File: src/rtl/corr_pair_avg.sv
module corr_pair_avg #(
  parameter int CH    = 4,
  parameter int DW    = 14,
  parameter int LOG2N = 10,
  localparam int CW   = (CH > 1) ? $clog2(CH) : 1,
  localparam int PW   = 2 * DW
) (
  input  logic                 clk,
  input  logic                 rst_n,
  input  logic                 in_valid,
  input  logic [CW-1:0]        in_ch,
  input  logic signed [DW-1:0] in_smp,
  input  logic signed [DW-1:0] in_der,
  output logic [CH*PW-1:0]     pair_avg,
  output logic signed [PW-1:0] slope_avg,
  output logic                 avg_valid
);
  localparam int AW = PW + LOG2N + 1;

  logic                 prev_v;
  logic [CW-1:0]        prev_ch;
  logic signed [DW-1:0] prev_smp;
  logic signed [AW-1:0] sacc;
  logic [CH-1:0]        full;

  wire [CW-1:0] pair_idx = (in_ch == '0) ? CW'(CH - 1) : in_ch - 1'b1;
  wire          fire     = in_valid && prev_v && (prev_ch == pair_idx);

  wire signed [PW-1:0] prod  = in_smp * prev_smp;
  wire signed [PW-1:0] dprod = in_der * prev_smp;

  function automatic logic signed [AW-1:0] step(input logic signed [AW-1:0] a,
                                                input logic signed [PW-1:0] p);
    logic signed [AW-1:0] pe;
    pe = {{(AW-PW){p[PW-1]}}, p};
    return a + pe - (a >>> LOG2N);
  endfunction

  always_ff @(posedge clk or negedge rst_n) begin
    if (!rst_n) begin
      prev_v   <= 1'b0;
      prev_ch  <= '0;
      prev_smp <= '0;
    end else begin
      prev_v <= in_valid;
      if (in_valid) begin
        prev_ch  <= in_ch;
        prev_smp <= in_smp;
      end
    end
  end

  always_ff @(posedge clk or negedge rst_n) begin
    if (!rst_n) sacc <= '0;
    else if (fire) sacc <= step(sacc, dprod);
  end

  assign slope_avg = sacc[LOG2N +: PW];

  genvar g;
  for (g = 0; g < CH; g++) begin : g_pair
    logic signed [AW-1:0] acc;
    logic [LOG2N:0]       cnt;
    wire hit = fire && (pair_idx == CW'(g));

    always_ff @(posedge clk or negedge rst_n) begin
      if (!rst_n) begin
        acc <= '0;
        cnt <= '0;
      end else if (hit) begin
        acc <= step(acc, prod);
        if (!cnt[LOG2N]) cnt <= cnt + 1'b1;
      end
    end

    assign full[g] = cnt[LOG2N];
    assign pair_avg[g*PW +: PW] = acc[LOG2N +: PW];
  end

  assign avg_valid = &full;
endmodule

File: config.mk
export PLATFORM = sky130hd
export DESIGN_NAME = corr_pair_avg
export DESIGN_NICKNAME = d
export VERILOG_FILES = /design/src/rtl/corr_pair_avg.sv
export SDC_FILE = /design/constraint.sdc
export NUM_CORES = 2
export LEC_CHECK = 0
export CAP_MARGIN = 20
export CORE_MARGIN = 10
export CORE_UTILIZATION = 60
export DETAILED_ROUTE_END_ITERATION = 6
export HOLD_SLACK_MARGIN = 0.1
export PLACE_DENSITY = 0.79
export SYNTH_ARGS = -nofsm -noshare
export SYNTH_HDL_FRONTEND = slang
export SYNTH_SLANG_ARGS = --single-unit
File: constraint.sdc
create_clock -name clk -period 18.71 [get_ports clk]
set_clock_uncertainty 0.2 [all_clocks]
set_input_delay 1.871 -clock clk [delete_from_list [all_inputs] [get_ports clk]]
set_output_delay 1.871 -clock clk [all_outputs]
set_load 0.05 [all_outputs]
# After elaboration in Yosys (flattened, before gate mapping)
# Index checks and enable logic that the tools add are counted.
# op_classes
n_addsub	15
n_mul	2
eq_ne	4
mux	5
bitwise	4
reduce_logical	13
# op_table
cell	count
39-bit by 28-bit adder with 39-bit output	5
39-bit by 29-bit subtractor with 39-bit output	5
14-bit by 14-bit multiplier with 28-bit output	2
11-bit by 1-bit adder with 11-bit output (second input constant)	4
11-bit 2-to-1 mux	4
2-bit AND reduction	4
1-bit logical AND	6
2-bit equality test (second input constant)	2
2-bit logical NOT	2
1-bit inverter	4
4-bit AND reduction	1
2-bit by 1-bit equality test with 1-bit output (second input constant)	1
2-bit equality test	1
2-bit 2-to-1 mux	1
2-bit by 1-bit subtractor with 2-bit output (second input constant)	1
# word_totals
ff_bits	256
in_bits	33
output_inout_bits	141
elab_cells	59

# Logic depth before layout (Yosys ltp)
# depth
ltp_word	6
depth_mapped	37
depth_no_buf	34

# Worst setup path after synthesis
# No wires, ideal clock.
# synth_timing
path_kind	input port to flip-flop
startpoint	input in_smp[13]
endpoint	register g_pair[3].acc[36]
setup_time_ns	0.125
arrival_ns	12.800
required_ns	18.385
setup_slack_ns	5.585
stages	31
n_path_buf	1
path_cell_list	clkbuf_1 -> nand2_1 -> fa_1 -> fa_1 -> inv_1 -> fa_1 -> fa_1 -> fa_1 -> inv_1 -> fa_1 -> inv_1 -> ha_1 -> nor2_1 -> or2_2 -> inv_1 -> o211ai_1 -> a31oi_1 -> a21o_1 -> a21oi_1 -> xnor2_1 -> fa_1 -> ha_1 -> nand3_1 -> nor2_1 -> and4_1 -> nand3_1 -> o31ai_1 -> o2111ai_1 -> and2_1 -> xnor2_1 -> mux2_2
# synth_via
elab_chain_len	3
# synth_rtl
element	line	source
start: declaration	12	input logic signed [DW-1:0] in_smp,
14-bit by 14-bit multiplier with 28-bit output	29	wire signed [PW-1:0] prod = in_smp * prev_smp;
39-bit by 28-bit adder with 39-bit output	36	return a + pe - (a >>> LOG2N);
39-bit by 29-bit subtractor with 39-bit output	36	
end signal: assignment	71	acc <= step(acc, prod);
end: declaration	62	logic signed [AW-1:0] acc;
# No other way between the ends.
# A chain may end at the register's enable or synchronous reset.

# Worst setup path after layout
# layout_timing
startpoint	input in_smp[7]
endpoint	register g_pair[0].acc[38]
# layout_via
elab_chain_len	3
# layout_rtl
element	line
14-bit by 14-bit multiplier with 28-bit output	29
39-bit by 28-bit adder with 39-bit output	36
39-bit by 29-bit subtractor with 39-bit output	36
end signal: assignment	71
end: declaration	62
# No other way between the ends.

==> impl_results.rst <==
.. list-table::
   :header-rows: 1

   * - Metric
     - Value
   * - Run status
     - completed
   * - Kind of end point of the critical path
     - register
   * - Post-CTS setup repair buffer count
     - 0
   * - Period utilisation layout
     - 61.77%
   * - Clock buffer count from CTS
     - 36
   * - Number of antenna violations at the first check in global routing
     - 0
   * - Count of flip-flops with a built-in enable after synthesis
     - 0
   * - Clock Tree Root
     - sky130_fd_sc_hd__clkbuf_16
   * - Core area
     - about 67000 sq um
   * - Number of failing hold endpoints at the final stage
     - 0
   * - Clock-pin slew reported for the worst setup and hold paths after clock tree synthesis
     - approximately 0.060 ns
   * - Sum Neg Setup Slack
     - 0 ns
   * - Routed length per instance
     - 19.57 microns
   * - DRT Wirelength
     - ~100000 microns
   * - Tot GR Track Use
     - 27.08%
   * - Die ar.
     - 78340 sq um
   * - Fraction of post-synthesis cell area in the top cell type by area
     - 31.47%
   * - H-tree levels
     - 2
   * - Final Util
     - 64.74%
   * - Cts hold-fix bufs
     - 0
   * - Summed instance area of the synthesized netlist
     - ~41000 sq um
   * - Number of search-and-repair iterations in the first detailed-routing pass
     - 5
   * - Critical path data required time
     - 18.96 ns
   * - Slew @ Worst Pin
     - 1.184 ns
   * - CTS tree
     - yes
   * - Max_slew headroom
     - just over 20%
   * - Vias in the first global route
     - 31969
   * - Violation count after the first detailed-route iteration
     - between 2000 and 2500
   * - Warning count from the yosys run
     - 0
   * - Post-synthesis sequential area ratio
     - 15.81%
   * - Cells after Synth
     - 4408
   * - Fmax
     - 86.52 MHz
   * - # rows
     - 95
   * - Proportion of layout cells with a drive suffix above 1
     - 4.080%
   * - Remaining Overflow, GRT
     - 0
   * - Max cap viols
     - 0
   * - Reg2reg path depth
     - 31
   * - Filler cell count
     - roughly 5400
   * - Cell type of the slowest stage on the worst timing path
     - sky130_fd_sc_hd__clkdlybuf4s50_1
   * - Top flip-flop cell by instance count after synthesis
     - sky130_fd_sc_hd__dfrtp_1
   * - Per-instance average area after synthesis
     - 9.194 sq um
   * - Drc violations
     - 0
   * - Setup crit start kind
     - input port
   * - Synth async-reset ratio
     - between 90% and 100%
   * - Worst path max stage delay
     - 0.74 ns
   * - Number of placed I/O pins
     - 174
   * - Starting density of the core
     - 60.45%
   * - Worst Hold Path Cells
     - 1
   * - FF+latch count, synth
     - between 200 and 300
   * - Layout net count
     - 5400
   * - HPWL reported at the end of detailed placement
     - 81420 microns
   * - Layout overhead on the synthesized area
     - 7.089%
   * - Internal reg-to-reg setup slack
     - roughly 8 ns
   * - Top cells by area, synth
     - sky130_fd_sc_hd__fa_1 31%, sky130_fd_sc_hd__dfrtp_1 16%, sky130_fd_sc_hd__ha_1 11%
   * - Number of nets with antenna violations after detailed routing
     - 0
   * - Input/output buffers
     - 173
   * - Worst setup path class
     - input port to register
   * - Die Width
     - 279.9 microns
   * - Number of vias per cell after detailed routing
     - just under 6
   * - Class of the most critical hold timing path
     - register to register
   * - Clock net sink count
     - around 260
   * - Setup repair after global routing missed its margin
     - no
   * - Largest net degree at the start of global routing
     - 83
   * - Die boundary height
     - 279.9 microns
   * - Most repeated library cell on the critical path
     - sky130_fd_sc_hd__fa_1
   * - Post-CTS sizing
     - 0
   * - Clock Tree Buf Depth
     - 3
   * - Largest area contributor in the synthesized netlist
     - sky130_fd_sc_hd__fa_1
   * - # setup viols final
     - 0
   * - Global placer's final weighted congestion
     - between 0.9 and 1
   * - Max Fanout on Critical Path
     - 15
   * - Clock Latency Late Sink
     - a little under 0.6 ns
   * - Number of slew-limit violations in the final report
     - 0
   * - Crit path arrival time
     - ~12 ns
   * - Number of nets in the synthesized netlist
     - 5423
   * - Wire length of the first global-routing pass
     - 169400 microns
   * - Count of vias placed by the detailed router
     - 30619
   * - Min Tclk post-route
     - 11.56 ns
   * - Unique cell type count in the Yosys netlist
     - a little under 90
## final cells by class
type / instances / area (sq um) / area share, %
well taps: 873 / 1092 / 2.517
flip-flops and latches: 256 / 6406 / 14.76
inverters: 729 / 2736 / 6.305
multi-input cells: 3146 / 29860 / 68.79
diodes: 1 / 2.502 / 0.005766
clock buffers: 47 / 1033 / 2.381
repair buffers: 216 / 2059 / 4.745
clock inverters: 18 / 212.7 / 0.4901
## layer usage
metal	share of wire, %	global-route usage, %	up-vias
met5	0	0	-
met4	5.2	13.01	0
met3	7.1	5.441	274
met2	48	44.87	1025
met1	40	33.59	15277
li1	-	-	14043
## state kept, by name (all words and copies together), names as in the netlist
| register | flops |
|---|---|
| g_pair.acc | 156 |
| g_pair.cnt | 44 |
| sacc | 39 |
| prev_smp | 14 |
| prev_ch | 2 |
| prev_v | 1 |
## Yosys cell counts (all sizes together), types with 106 or more instances
cell and instances:
nand2 500, a21oi 179, fa 637, ha 345
xnor2 110, dfrtp 256, o21ai 259, and2 192
nor2 152, inv 729, xor2 106, clkbuf 128
buf 149
## cells by family after synthesis
group / share of synthesized area, %
AOI/OAI and AO/OA: 12.87
xor gates and xnor gates: 4.668
adders and majority gates: 42.12
buffers and inverters: 10.62
DFF: 15.81
muxes: 0.9231
and+or+nand+nor: 12.99
## per-stage QoR
step           hold WS (ns)  cell area, sq um  setup slack, ns  instances
3_3_place_gp         0.2564             42150            6.850       5220
2_1_floorplan        0.2413             40530            5.585       4408
4_1_cts              0.2691             43400            7.207       5285
6_report             0.2650             43400            7.153       5286
5_1_grt              0.2865             43400            6.651       5285
3_5_place_dp         0.2571             42150            6.655       5220
## cells in the final DEF, fill, tap and decap left out, types with 18 or more instances in the layout
cell type	Yosys	final
sky130_fd_sc_hd__dfrtp_1	256	256
sky130_fd_sc_hd__nand4_1	33	33
sky130_fd_sc_hd__nor2_1	152	152
sky130_fd_sc_hd__buf_4	140	43
sky130_fd_sc_hd__clkbuf_16	0	37
sky130_fd_sc_hd__o211ai_1	24	24
sky130_fd_sc_hd__fa_1	637	637
sky130_fd_sc_hd__o31ai_1	31	31
sky130_fd_sc_hd__and3_1	26	26
sky130_fd_sc_hd__nor3_1	43	43
sky130_fd_sc_hd__clkdlybuf4s50_1	0	172
sky130_fd_sc_hd__a31oi_1	18	18
sky130_fd_sc_hd__mux2_2	25	25
sky130_fd_sc_hd__nand3_1	54	54
sky130_fd_sc_hd__ha_1	345	345
sky130_fd_sc_hd__a21o_1	95	95
sky130_fd_sc_hd__nand2_1	500	496
sky130_fd_sc_hd__o21bai_1	19	19
sky130_fd_sc_hd__inv_1	729	729
sky130_fd_sc_hd__a21oi_1	178	178
sky130_fd_sc_hd__xor2_1	106	105
sky130_fd_sc_hd__xnor2_1	110	107
sky130_fd_sc_hd__nand2b_1	41	41
sky130_fd_sc_hd__o21ai_0	250	250
sky130_fd_sc_hd__o21a_1	35	35
sky130_fd_sc_hd__and2_1	192	192
sky130_fd_sc_hd__a211oi_1	25	25
## final timing paths
| kind | from | to |
|---|---|---|
| worst max-delay path | in_smp[7] | g_pair[0].acc[38] |
| worst min-delay path | g_pair[0].cnt[5] | g_pair[0].cnt[5] |
| worst max register to register | prev_smp[13] | g_pair[3].acc[36] |
| worst min register to register | g_pair[0].cnt[5] | g_pair[0].cnt[5] |
| max in group asynchronous | rst_n | prev_smp[7] |
| min in group asynchronous | rst_n | g_pair[1].acc[16] |
## worst max-delay path, delay by kind of cell
| kind | cells | cell delay [ns] |
|---|---|---|
| and+or+nand+nor | 5 | 1.61 |
| AOI/OAI and AO/OA | 12 | 2.97 |
| xor gates and xnor gates | 1 | 0.09 |
| adders and majority gates | 9 | 4.21 |
| buffers and inverters | 7 | 1.06 |
Power is not shown: default switching activity piles up to over one toggle a cycle in this logic, so the estimate is an artifact.
